File: config.mk
export PLATFORM = sky130hd
export DESIGN_NAME = addr_unit
export DESIGN_NICKNAME = d
export VERILOG_FILES = /design/src/rtl/addr_unit_pkg.sv /design/src/rtl/addr_operand_route.sv /design/src/rtl/addr_shift_add.sv /design/src/rtl/addr_unit.sv
export SDC_FILE = /design/constraint.sdc
export NUM_CORES = 1
export LEC_CHECK = 0
export BUFFER_PORTS_ARGS = -buffer_cell sky130_fd_sc_hd__buf_2
export CORE_AREA = 2 2 150 152
export CTS_CLUSTER_SIZE = 20
export DETAILED_ROUTE_END_ITERATION = 10
export DIE_AREA = 0 0 152 154
export GPL_TIMING_DRIVEN = 0
export MAX_ROUTING_LAYER = met4
export PLACE_DENSITY = 0.65
export SYNTH_ARGS = -nofsm -noshare
export SYNTH_HDL_FRONTEND = slang
export SYNTH_SLANG_ARGS = --single-unit
File: constraint.sdc
create_clock -name clk -period 6.9 [get_ports clk]
set_clock_uncertainty 0.15 [all_clocks]
set_input_delay 1.035 -clock clk [delete_from_list [all_inputs] [get_ports clk]]
set_output_delay 1.035 -clock clk [all_outputs]
set_load 0.02 [all_outputs]
File: src/rtl/addr_unit_pkg.sv
package addr_unit_pkg;

    typedef enum logic {
        MODE_SCALED = 1'b0,
        MODE_EA     = 1'b1
    } au_mode_e;

    typedef enum logic [1:0] {
        FORM_RR    = 2'd0,
        FORM_RNEG  = 2'd1,
        FORM_IMM   = 2'd2,
        FORM_CONST = 2'd3
    } au_form_e;

endpackage

File: src/rtl/addr_operand_route.sv
module addr_operand_route
    import addr_unit_pkg::*;
#(
    parameter int DATA_W = 32,
    parameter int IMM_W  = 20
) (
    input  logic              mode,
    input  logic [1:0]        form,
    input  logic [DATA_W-1:0] reg_a,
    input  logic [DATA_W-1:0] reg_b,
    input  logic [IMM_W-1:0]  imm_field,
    input  logic [DATA_W-1:0] const_val,
    input  logic              neg_a,
    input  logic              neg_b,
    output logic [DATA_W-1:0] base_o,
    output logic [DATA_W-1:0] index_o
);

    logic [DATA_W-1:0] a_signed;
    logic [DATA_W-1:0] b_signed;
    logic [DATA_W-1:0] imm_ext;

    always_comb begin
        a_signed = neg_a ? (DATA_W'(0) - reg_a) : reg_a;
        b_signed = neg_b ? (DATA_W'(0) - reg_b) : reg_b;
        imm_ext  = {{(DATA_W-IMM_W){1'b0}}, imm_field};
    end

    always_comb begin
        base_o  = reg_a;
        index_o = reg_b;
        if (au_mode_e'(mode) == MODE_SCALED) begin
            // scaled-add: first operand is shifted, second is added
            base_o  = b_signed;
            index_o = a_signed;
        end else begin
            unique case (au_form_e'(form))
                FORM_RR: begin
                    base_o  = reg_a;
                    index_o = reg_b;
                end
                FORM_RNEG: begin
                    base_o  = a_signed;
                    index_o = reg_b;
                end
                FORM_IMM: begin
                    base_o  = imm_ext;
                    index_o = b_signed;
                end
                FORM_CONST: begin
                    base_o  = const_val;
                    index_o = b_signed;
                end
                default: begin
                    base_o  = reg_a;
                    index_o = reg_b;
                end
            endcase
        end
    end

endmodule

File: src/rtl/addr_shift_add.sv
module addr_shift_add #(
    parameter int DATA_W = 32,
    parameter int SH_W   = $clog2(DATA_W)
) (
    input  logic [DATA_W-1:0] base_i,
    input  logic [DATA_W-1:0] index_i,
    input  logic [SH_W-1:0]   shamt_i,
    output logic [DATA_W-1:0] sum_o
);

    logic [DATA_W-1:0] shifted;

    always_comb begin
        shifted = index_i << shamt_i;
        sum_o   = base_i + shifted;
    end

endmodule

File: src/rtl/addr_unit.sv
module addr_unit
    import addr_unit_pkg::*;
#(
    parameter int DATA_W = 32,
    parameter int IMM_W  = 20,
    localparam int SH_W  = $clog2(DATA_W)
) (
    input  logic              clk,
    input  logic              rst_n,
    input  logic              in_valid,
    input  logic              mode,
    input  logic [1:0]        form,
    input  logic [DATA_W-1:0] reg_a,
    input  logic [DATA_W-1:0] reg_b,
    input  logic [IMM_W-1:0]  imm_field,
    input  logic [DATA_W-1:0] const_val,
    input  logic [SH_W-1:0]   shamt,
    input  logic              neg_a,
    input  logic              neg_b,
    input  logic              flags_en,
    output logic              res_valid,
    output logic [DATA_W-1:0] res_data,
    output logic              res_unsupported
);

    typedef struct packed {
        logic              valid;
        logic              unsup;
        logic [DATA_W-1:0] data;
    } au_state_t;

    au_state_t st_d, st_q;

    logic [DATA_W-1:0] base_w;
    logic [DATA_W-1:0] index_w;
    logic [DATA_W-1:0] sum_w;

    addr_operand_route #(
        .DATA_W (DATA_W),
        .IMM_W  (IMM_W)
    ) u_route (
        .mode      (mode),
        .form      (form),
        .reg_a     (reg_a),
        .reg_b     (reg_b),
        .imm_field (imm_field),
        .const_val (const_val),
        .neg_a     (neg_a),
        .neg_b     (neg_b),
        .base_o    (base_w),
        .index_o   (index_w)
    );

    addr_shift_add #(
        .DATA_W (DATA_W),
        .SH_W   (SH_W)
    ) u_shadd (
        .base_i  (base_w),
        .index_i (index_w),
        .shamt_i (shamt),
        .sum_o   (sum_w)
    );

    always_comb begin
        st_d       = st_q;
        st_d.valid = in_valid;
        st_d.unsup = 1'b0;
        if (in_valid) begin
            st_d.data  = sum_w;
            st_d.unsup = (au_mode_e'(mode) == MODE_SCALED) && flags_en;
        end
    end

    always_ff @(posedge clk) begin
        if (!rst_n) begin
            st_q <= '0;
        end else begin
            st_q <= st_d;
        end
    end

    assign res_valid       = st_q.valid;
    assign res_data        = st_q.data;
    assign res_unsupported = st_q.unsup;

    // accepted operation reported next cycle
    a_r2_valid_next: assert property (@(posedge clk) disable iff (!rst_n)
        in_valid |=> res_valid);

    // idle cycle keeps result
    a_r2_hold_data: assert property (@(posedge clk) disable iff (!rst_n)
        !in_valid |=> (!res_valid && $stable(res_data)));

    // effective-address never flagged
    a_r9_ea_no_flag: assert property (@(posedge clk) disable iff (!rst_n)
        (in_valid && mode) |=> !res_unsupported);

    // flag only rides on a valid result
    a_r9_flag_with_valid: assert property (@(posedge clk) disable iff (!rst_n)
        res_unsupported |-> res_valid);

    // scaled-add with flag request is reported
    a_r9_scaled_flag: assert property (@(posedge clk) disable iff (!rst_n)
        (in_valid && !mode && flags_en) |=> res_unsupported);

endmodule

==> impl_metrics.py, run 1 <==
metrics = {
    "route": {
        "drt-met1-wl_mm": 15.3,
        "num_vias": 9786,
        "drt-initial-drc-count": 832,
        "met3_length_mm": 2.96,
        "drc": 0,
        "met2_length_mm": 16.0,
        "dr.max_layer_used": "met4",
        "wire_per_inst_um": 22.1,
        "drt_pass1_iterations": 5,
        "ant_nets": 0,
        "via_per_inst": 6.11,
        "finalWirelength_mm": 35.4,
    },
    "clocking": {
        "clk_pin_slew_ns": 0.06,
        "clkLatencyLatePin_ns": 0.28,
        "cts_hold_buf": 0,
        "ctsHtreeMaxLevel": 2,
        "clock-sinks": 34,
        "cts-root-buf": "clkbuf_16",
        "numCtsBuffers": 5,
        "clock_path_buffers": 2,
        "tritoncts": "done",
    },
    "critical_path": {
        "startpoint_type": "primary input",
        "crit_fanout": 8,
        "worstPathArrival_ns": 6.69,
        "critical_path_class": "in2reg",
        "endpoint_kind": "flip-flop",
        "required_ns": 6.93,
    },
    "synthesis": {
        "synth-seq-area-share_pct": 7.97,
        "synth_enable_flop_cells": 0,
        "synth_cells": 1177,
        "ys.flop_type": "dfxtp_1",
        "ys_ff_latch": 34,
        "syn_area_per_cell_um2": 7.26,
        "async_reset_ff_share_pct": 0,
        "synth_warnings": 0,
        "yosysUniqueCellTypes": 85,
        "synth.net_count": 1341,
        "syn-cell-area_um2": 8540,
    },
    "timing": {
        "rsz0062_at_grt": "yes",
        "min_period_ns": 6.66,
        "finalCritPeriodShare_pct": 96.6,
        "hold_viol_final": 0,
        "finalMaxSlewViolations": 0,
        "tightest_slew_ns": 0.897,
        "fmax_mhz": 150,
        "setup_viol": 0,
        "slew_headroom_pct": 38.7,
    },
    "global_routing": {
        "grt_max_degree": 11,
        "grt-ovfl-total": 0,
        "track_usage_pct": 29.9,
        "grt_pass1_wl_mm": 53.8,
        "grt_antenna_before_repair": 0,
        "first_global_vias": 9253,
    },
    "placed_design": {
        "gp_congestion": 1.00,
        "io_buffers": 134,
        "placed_area_um2": 9560,
        "hpwl_mm": 29.1,
    },
    "worst_hold_path": {
        "hold_class": "reg2reg",
    },
    "die": {
        "pin_count": 164,
        "fp.dieH_um": 154,
        "die_w_um": 152,
        "rows": 54,
        "coreArea_um2": 21700,
        "dieArea_um2": 23400,
        "start_util_pct": 39.4,
    },
    "cells_and_area": {
        "final_common_cell": "buf_2",
        "area_delta_synth_final_pct": 15.9,
        "antenna_cells": 0,
        "nets": 1486,
        "stdcell_area_um2": 9900,
        "num-fill-cells": 2336,
        "final_cell_mix": "buf_2 (141), nand2_1 (100), mux2i_1 (97), nor2_1 (92), o21ai_0 (83)",
        "drive_gt1_share_pct": 18.9,
        "utilization_pct": 45.6,
    },
    "power": {
        "power_leakage_nw": 4.27,
        "cellPowerDensity_nw_per_um2": 145,
        "irDropWorstVdd_uv": 87.2,
    },
    "job": {
        "max-cap-violations": 0,
    },
    "outcome": {
        "status": "completed",
    },
}
==> logic make-up (layout without fill, tap and decap cells) <==
family          Yosys count  after routing  share of synthesized area, %
simple gates            365            365                          21.1
flops                    34             34                          7.97
fa+ha+maj                34             34                          5.07
xor+xnor                124            124                          12.7
compound gates          346            346                          27.5
mux                     138            138                          19.4
buf+inv                 136            281                          6.21
==> worst max-delay path, stage by stage <==
cell and delay, ns:
buf_2 0.16, or3_1 0.37, buf_2 0.17, or4_4 0.49
buf_6 0.16, o21a_1 0.20, and3_1 0.21, a211oi_1 0.31
mux2i_1 0.21, mux2i_2 0.31, mux2i_2 0.14, mux2_2 0.29
o22ai_1 0.19, ha_1 0.35, a21o_1 0.18, a21o_1 0.16
a221o_1 0.34, a41o_1 0.30, a31oi_4 0.23, a2111oi_1 0.15
or3b_2 0.48, a21boi_1 0.19, nor3_2 0.06
==> timing repair <==
action / 4_1_cts / 5_1_grt
resized for setup: 18 / 30
endpoints found under the setup margin: 18 / 10
setup buffers: 3 / 3
pin swaps: 2 / 4
==> worst paths after layout <==
kind	cells past startpoint	to	start	slack (ns)
min reg2reg	2	res_data[27]	res_data[27]	0.32
min	2	res_data[27]	res_data[27]	0.32
max reg2reg	2	res_data[29]	res_data[29]	5.87
max	23	res_data[31]	reg_a[3]	0.24
==> metrics by stage <==
| stage | setup WS, ns | power [mW] | setup TNS, ns | cells | hold WS, ns |
|---|---|---|---|---|---|
| floorplan | 0.602 | 0.902 | 0 | 1177 | 0.391 |
| global placement | -1.35 | 1.18 | -16.22 | 1591 | 0.298 |
| detailed placement | -1.26 | 1.18 | -15.79 | 1591 | 0.308 |
| CTS | 0.00129 | 1.41 | 0 | 1601 | 0.316 |
| global route | -0.0189 | 1.53 | -0.0189 | 1602 | 0.352 |
| finish | 0.235 | 1.43 | 0 | 1602 | 0.319 |
==> sequential cells by signal (all words and copies together), names as in the netlist <==
signal	flops
res_data	32
res_unsupported	1
res_valid	1
==> cells in the mapped netlist (all sizes together) (11+ instances only) <==
cell type / instances / area share, %
ha: 33 / 4.8
inv: 26 / 1.1
or3: 15 / 1.1
a21o: 28 / 2.5
mux2: 19 / 2.5
a21oi: 60 / 3.5
and3: 11 / 0.81
xnor2: 66 / 6.8
or2: 13 / 0.95
nand3: 33 / 1.9
o21ai: 86 / 5.0
mux4: 20 / 5.3
o31ai: 33 / 2.9
buf: 19 / 1.1
nand2: 101 / 4.4
xor2: 58 / 5.9
o211ai: 26 / 2.3
clkbuf: 90 / 4.0
a31oi: 17 / 1.2
nor3: 36 / 2.2
mux2i: 99 / 12
nor2: 93 / 4.1
o41ai: 14 / 1.8
dfxtp: 34 / 8.0
==> area by class of cell <==
cell class | count | area [µm²] | share of cell area [%]
Inverter | 27 | 101 | 1.02
Multi-Input combinational cell | 1007 | 7470 | 75.5
Clock inverter | 2 | 10.0 | 0.101
Tap cell | 280 | 350 | 3.54
Sequential cell | 34 | 681 | 6.88
Clock buffer | 5 | 125 | 1.26
Timing Repair Buffer | 140 | 716 | 7.23
Buffer | 107 | 442 | 4.46
==> where the power goes <==
part | leakage, nW | switching (mW) | internal (mW)
combinational | 3.92 | 0.591 | 0.384
clock | 0.0694 | 0.0850 | 0.130
sequential | 0.281 | 0.0137 | 0.228
==> metal layers <==
layer | global-route usage [%] | vias up
met4 | 9.03 | 0
met2 | 48.0 | 523
met3 | 3.61 | 62
met1 | 39.5 | 4535
li1 | - | 4666
met5 | - | -
No activity file was read; power rests on OpenSTA's default activity.
==> run 2: changes to the inputs <==
- CORE_AREA: 2 2 150 152 -> 2 2 141 143
- DIE_AREA: 0 0 152 154 -> 0 0 143 145
- PLACE_DENSITY: 0.65 -> 0.71
==> impl_metrics.py, run 2 (synthesized netlist as in run 1, its figures left out) <==
metrics = {
    "outcome": {
        "status": "completed",
    },
    "route": {
        "wire_per_inst_um": 20.8,
        "num_vias": 9869,
        "drt_pass1_iterations": 6,
        "finalWirelength_mm": 33.0,
        "ant_nets": 0,
        "via_per_inst": 6.22,
        "drt-initial-drc-count": 977,
        "drc": 0,
    },
    "timing": {
        "slew_headroom_pct": 40.0,
        "tightest_slew_ns": 0.893,
        "hold_viol_final": 0,
        "setup_viol": 0,
        "min_period_ns": 6.71,
        "hold_slack_ns": 0.307,
        "worst_slack_ns": 0.186,
        "fmax_mhz": 149,
        "rsz0062_at_grt": "yes",
        "finalCritPeriodShare_pct": 97.3,
        "finalMaxSlewViolations": 0,
        "tns_ns": 0,
    },
    "cells_and_area": {
        "final_common_cell": "buf_2",
        "stdcell_area_um2": 9820,
        "drive_gt1_share_pct": 17.8,
        "antenna_cells": 0,
        "largest_register_ffs": 32,
        "area_delta_synth_final_pct": 14.9,
        "num-fill-cells": 1987,
        "nets": 1484,
        "final_cell_mix": "buf_2 (140), nand2_1 (101), mux2i_1 (99), nor2_1 (93), clkbuf_1 (85)",
    },
    "critical_path": {
        "startpoint_type": "primary input",
        "worstPathArrival_ns": 6.75,
        "endpoint_kind": "flip-flop",
        "crit_fanout": 10,
        "r2r_slack_ns": 5.86,
        "required_ns": 6.93,
        "critical_path_class": "in2reg",
    },
    "clocking": {
        "clock_path_buffers": 2,
        "tritoncts": "done",
        "cts-root-buf": "clkbuf_16",
        "clk_pin_slew_ns": 0.06,
        "cts_hold_buf": 0,
        "numCtsBuffers": 5,
        "ctsHtreeMaxLevel": 2,
        "clock-sinks": 34,
        "clkLatencyLatePin_ns": 0.29,
    },
    "power": {
        "power_frac_clock_pct": 16.2,
        "p_sw_mw": 0.673,
        "power_leakage_nw": 4.24,
        "intPower_mw": 0.749,
        "seq_power_share_pct": 17.0,
        "pwr-share-comb_pct": 66.8,
        "irDropWorstVdd_uv": 84.7,
        "cellPowerDensity_nw_per_um2": 145,
        "p_sw_share_pct": 47.3,
        "power_mw": 1.42,
    },
    "global_routing": {
        "grt_antenna_before_repair": 0,
        "grt_use_met2_pct": 51.3,
        "grt_max_degree": 11,
        "globalRouteMet1Util_pct": 43.5,
        "grt-ovfl-total": 0,
        "met3_usage_pct": 1.95,
        "first_global_vias": 8824,
        "grt_pass1_wl_mm": 50.4,
        "grt_busiest_layer": "met2",
        "track_usage_pct": 31.7,
    },
    "die": {
        "fp.dieH_um": 145,
        "die_w_um": 143,
        "start_util_pct": 44.5,
        "rows": 51,
        "pin_count": 164,
        "dieArea_um2": 20700,
        "coreArea_um2": 19200,
    },
    "worst_hold_path": {
        "hold_class": "reg2reg",
    },
    "placed_design": {
        "placed_area_um2": 9550,
        "gp_congestion": 1.03,
        "io_buffers": 134,
        "pre_cts_slack_ns": -1.04,
        "hpwl_mm": 27.4,
    },
    "job": {
        "max-cap-violations": 0,
    },
}
run 2: cell types whose count changed in the layout (fill, tap and decap cells not counted), moves of 2 or more:
cell and delta:
or4b_2 +2, buf_4 -3, mux2i_2 -2, clkbuf_1 +6, clkbuf_2 -3, mux2i_1 +2
or4b_4 -2
run 2: per-layer routing:
layer,part of all wire [%],up-vias
met4,2.7,0
met3,7.5,66
met5,0,-
met2,46,521
met1,44,4616
li1,-,4666
run 2: worst paths after layout:
check                    start  depth (start not counted)      endpoint
hold reg to reg   res_data[27]                          2  res_data[27]
setup reg to reg  res_data[29]                          2  res_data[29]
hold / removal    res_data[27]                          2  res_data[27]
setup / recovery      reg_b[1]                         22  res_data[31]
run 2: final cells by class:
type | instances | area (µm²) | area share (%)
inverter | 27 | 101 | 1.03
multi-input combinational | 1007 | 7430 | 75.6
timing repair buffer | 137 | 693 | 7.06
tap | 265 | 332 | 3.38
clock inverter | 1 | 5.00 | 0.0510
sequential | 34 | 681 | 6.93
clock buffer | 7 | 143 | 1.45
buffer | 108 | 437 | 4.45
run 2: timing repair:
action,CTS,global route
setup endpoints to repair,14,8
pin swaps,1,2
gates resized for setup,11,14
buffers inserted,0,3
run 2: critical path, cell delays in order:
cell,delay [ns]
buf_2,0.14
or4_1,0.67
nor4_4,0.48
clkbuf_2,0.34
a21oi_1,0.12
xnor2_1,0.18
a211oi_1,0.31
mux2i_1,0.15
mux2i_1,0.22
mux2i_1,0.15
mux2_2,0.30
o22ai_1,0.17
ha_1,0.33
a21o_1,0.18
a21o_1,0.17
a221o_1,0.33
a41o_1,0.27
a31oi_2,0.29
a2111oi_1,0.17
or3b_2,0.49
a21boi_1,0.18
nor3_2,0.06
run 2: power by group through the flow:
stage / logic, mW / registers [mW] / clock network, mW
3_5_place_dp: 0.918 / 0.246 / 0
4_1_cts: 0.926 / 0.242 / 0.234
2_1_floorplan: 0.617 / 0.285 / 0
3_3_place_gp: 0.913 / 0.245 / 0
5_1_grt: 1.03 / 0.246 / 0.241
6_report: 0.949 / 0.242 / 0.231
run 2: stage by stage:
stage	utilization [%]	instances
5_1_grt	51.1	1586
3_5_place_dp	49.7	1576
4_1_cts	50.7	1584
2_1_floorplan	-	1177
6_report	51.1	1586
3_3_place_gp	49.7	1576
==> run 3: changes to the inputs <==
- PLACE_DENSITY: 0.71 -> 0.64
==> impl_metrics.py, run 3 (synthesized netlist as in run 1, its figures left out) <==
metrics = {
    "clocking": {
        "clk_pin_slew_ns": 0.06,
        "numCtsBuffers": 5,
        "tritoncts": "done",
        "cts-root-buf": "clkbuf_16",
        "clock-sinks": 34,
        "clock_path_buffers": 2,
        "cts_hold_buf": 0,
        "ctsHtreeMaxLevel": 2,
        "clkLatencyLatePin_ns": 0.28,
    },
    "timing": {
        "setup_viol": 0,
        "finalMaxSlewViolations": 0,
        "slew_headroom_pct": 43.1,
        "rsz0062_at_grt": "no",
        "fmax_mhz": 150,
        "min_period_ns": 6.68,
        "hold_viol_final": 0,
        "worst_slack_ns": 0.224,
        "tightest_slew_ns": 0.854,
        "finalCritPeriodShare_pct": 96.8,
        "hold_slack_ns": 0.307,
    },
    "worst_hold_path": {
        "hold_class": "reg2reg",
    },
    "global_routing": {
        "first_global_vias": 9033,
        "grt_antenna_before_repair": 1,
        "grt_pass1_wl_mm": 52.1,
        "grt_max_degree": 11,
        "track_usage_pct": 33.0,
        "grt-ovfl-total": 0,
    },
    "critical_path": {
        "required_ns": 6.93,
        "worstPathArrival_ns": 6.70,
        "endpoint_kind": "flip-flop",
        "path_cells": "buf_2 > or3_1 > buf_2 > or4_4 > buf_6 > clkbuf_1 > o31a_1 > o2111ai_2 > a21oi_1 > a21oi_1 > mux2i_1 > mux2i_1 > mux2_2 > o22ai_1 > ha_1 > a21o_1 > a21o_1 > a221o_1 > a41o_1 > a31oi_4 > a2111oi_2 > or3b_2 > a21boi_1 > nor3_2",
        "max_stage_delay_ns": 0.50,
        "critical_path_class": "in2reg",
        "startpoint_type": "primary input",
        "cp_slowest_cell": "or4_4",
        "crit_fanout": 10,
    },
    "cells_and_area": {
        "area_delta_synth_final_pct": 15.5,
        "largest_register_ffs": 32,
        "register_area_um2": 681,
        "multiInputGateArea_um2": 7460,
        "drive_gt1_share_pct": 18.2,
        "num-fill-cells": 1995,
        "utilization_pct": 51.4,
        "final_common_cell": "buf_2",
        "final_cell_mix": "buf_2 (140), nand2_1 (101), mux2i_1 (98), nor2_1 (93), o21ai_0 (83)",
        "nets": 1485,
    },
    "route": {
        "finalWirelength_mm": 34.3,
        "wire_per_inst_um": 21.6,
        "num_vias": 9711,
        "drc": 0,
        "via_per_inst": 6.12,
        "ant_nets": 0,
        "drt_pass1_iterations": 7,
        "drt-initial-drc-count": 851,
    },
    "power": {
        "p_sw_share_pct": 47.6,
        "power_frac_clock_pct": 15.9,
        "p_sw_mw": 0.682,
        "power_mw": 1.43,
        "pwr-share-comb_pct": 67.2,
        "seq_power_share_pct": 16.8,
        "irDropWorstVdd_uv": 87.7,
        "cellPowerDensity_nw_per_um2": 145,
        "power_leakage_nw": 4.26,
        "intPower_mw": 0.752,
    },
    "die": {
        "start_util_pct": 44.5,
        "dieArea_um2": 20700,
        "rows": 51,
        "die_w_um": 143,
        "coreArea_um2": 19200,
        "fp.dieH_um": 145,
        "pin_count": 164,
    },
    "placed_design": {
        "hpwl_mm": 28.0,
        "io_buffers": 134,
        "pre_cts_slack_ns": -1.22,
        "gp_congestion": 1.01,
    },
    "outcome": {
        "status": "completed",
    },
    "job": {
        "max-cap-violations": 0,
    },
}
run 3: power groups by stage:
stage | Sequential, mW | Clock, mW | Combinational, mW
final | 0.241 | 0.229 | 0.964
after floorplan | 0.285 | 0 | 0.617
after CTS | 0.242 | 0.234 | 0.934
after detailed placement | 0.246 | 0 | 0.926
after global placement | 0.245 | 0 | 0.924
after global routing | 0.246 | 0.244 | 1.05
run 3: worst paths after layout:
| kind | slack (ns) | start | end | depth (start not counted) |
|---|---|---|---|---|
| hold / removal | 0.31 | res_data[27] | res_data[27] | 2 |
| hold reg to reg | 0.31 | res_data[27] | res_data[27] | 2 |
| setup reg to reg | 5.86 | res_data[29] | res_data[29] | 2 |
| setup / recovery | 0.22 | reg_a[3] | res_data[31] | 24 |
run 3: worst max-delay path, delay by kind of cell:
kind / cells / cell delay (ns)
compound gates: 12 / 2.50
fa+ha+maj: 1 / 0.38
buf+inv: 4 / 0.73
mux: 3 / 0.61
simple gates: 4 / 1.42
run 3: area by class of cell:
| class | count | share of cell area, % |
|---|---|---|
| antenna | 1 | 0.0254 |
| buffer | 108 | 4.50 |
| clock buffer | 7 | 1.45 |
| clock inverter | 1 | 0.0507 |
| inverter | 27 | 1.03 |
| multi-input combinational | 1007 | 75.6 |
| sequential | 34 | 6.90 |
| tap | 265 | 3.36 |
| timing repair buffer | 138 | 7.10 |
run 3: timing repair:
action | 4_1_cts | 5_1_grt
setup buffers | 3 | 1
gates resized for setup | 14 | 25
pin swaps | 2 | 0
cloned | 0 | 0
setup endpoints to repair | 17 | 7
run 3: metrics by stage:
stage	setup TNS [ns]	instances	area [µm²]
after floorplan	0	1177	8540
after global placement	-14.81	1576	9550
after detailed placement	-14.79	1576	9550
after CTS	0	1587	9770
after global routing	0	1588	9870
final	0	1588	9870
run 3: layer usage:
layer	share of wire [%]	vias up	wire length [µm]	global-route usage, %
met5	0	-	0	-
met4	3.5	0	1220	10.4
met3	7.4	76	2550	3.50
met2	45	489	15400	51.5
met1	44	4485	15100	44.8
li1	-	4661	-	-
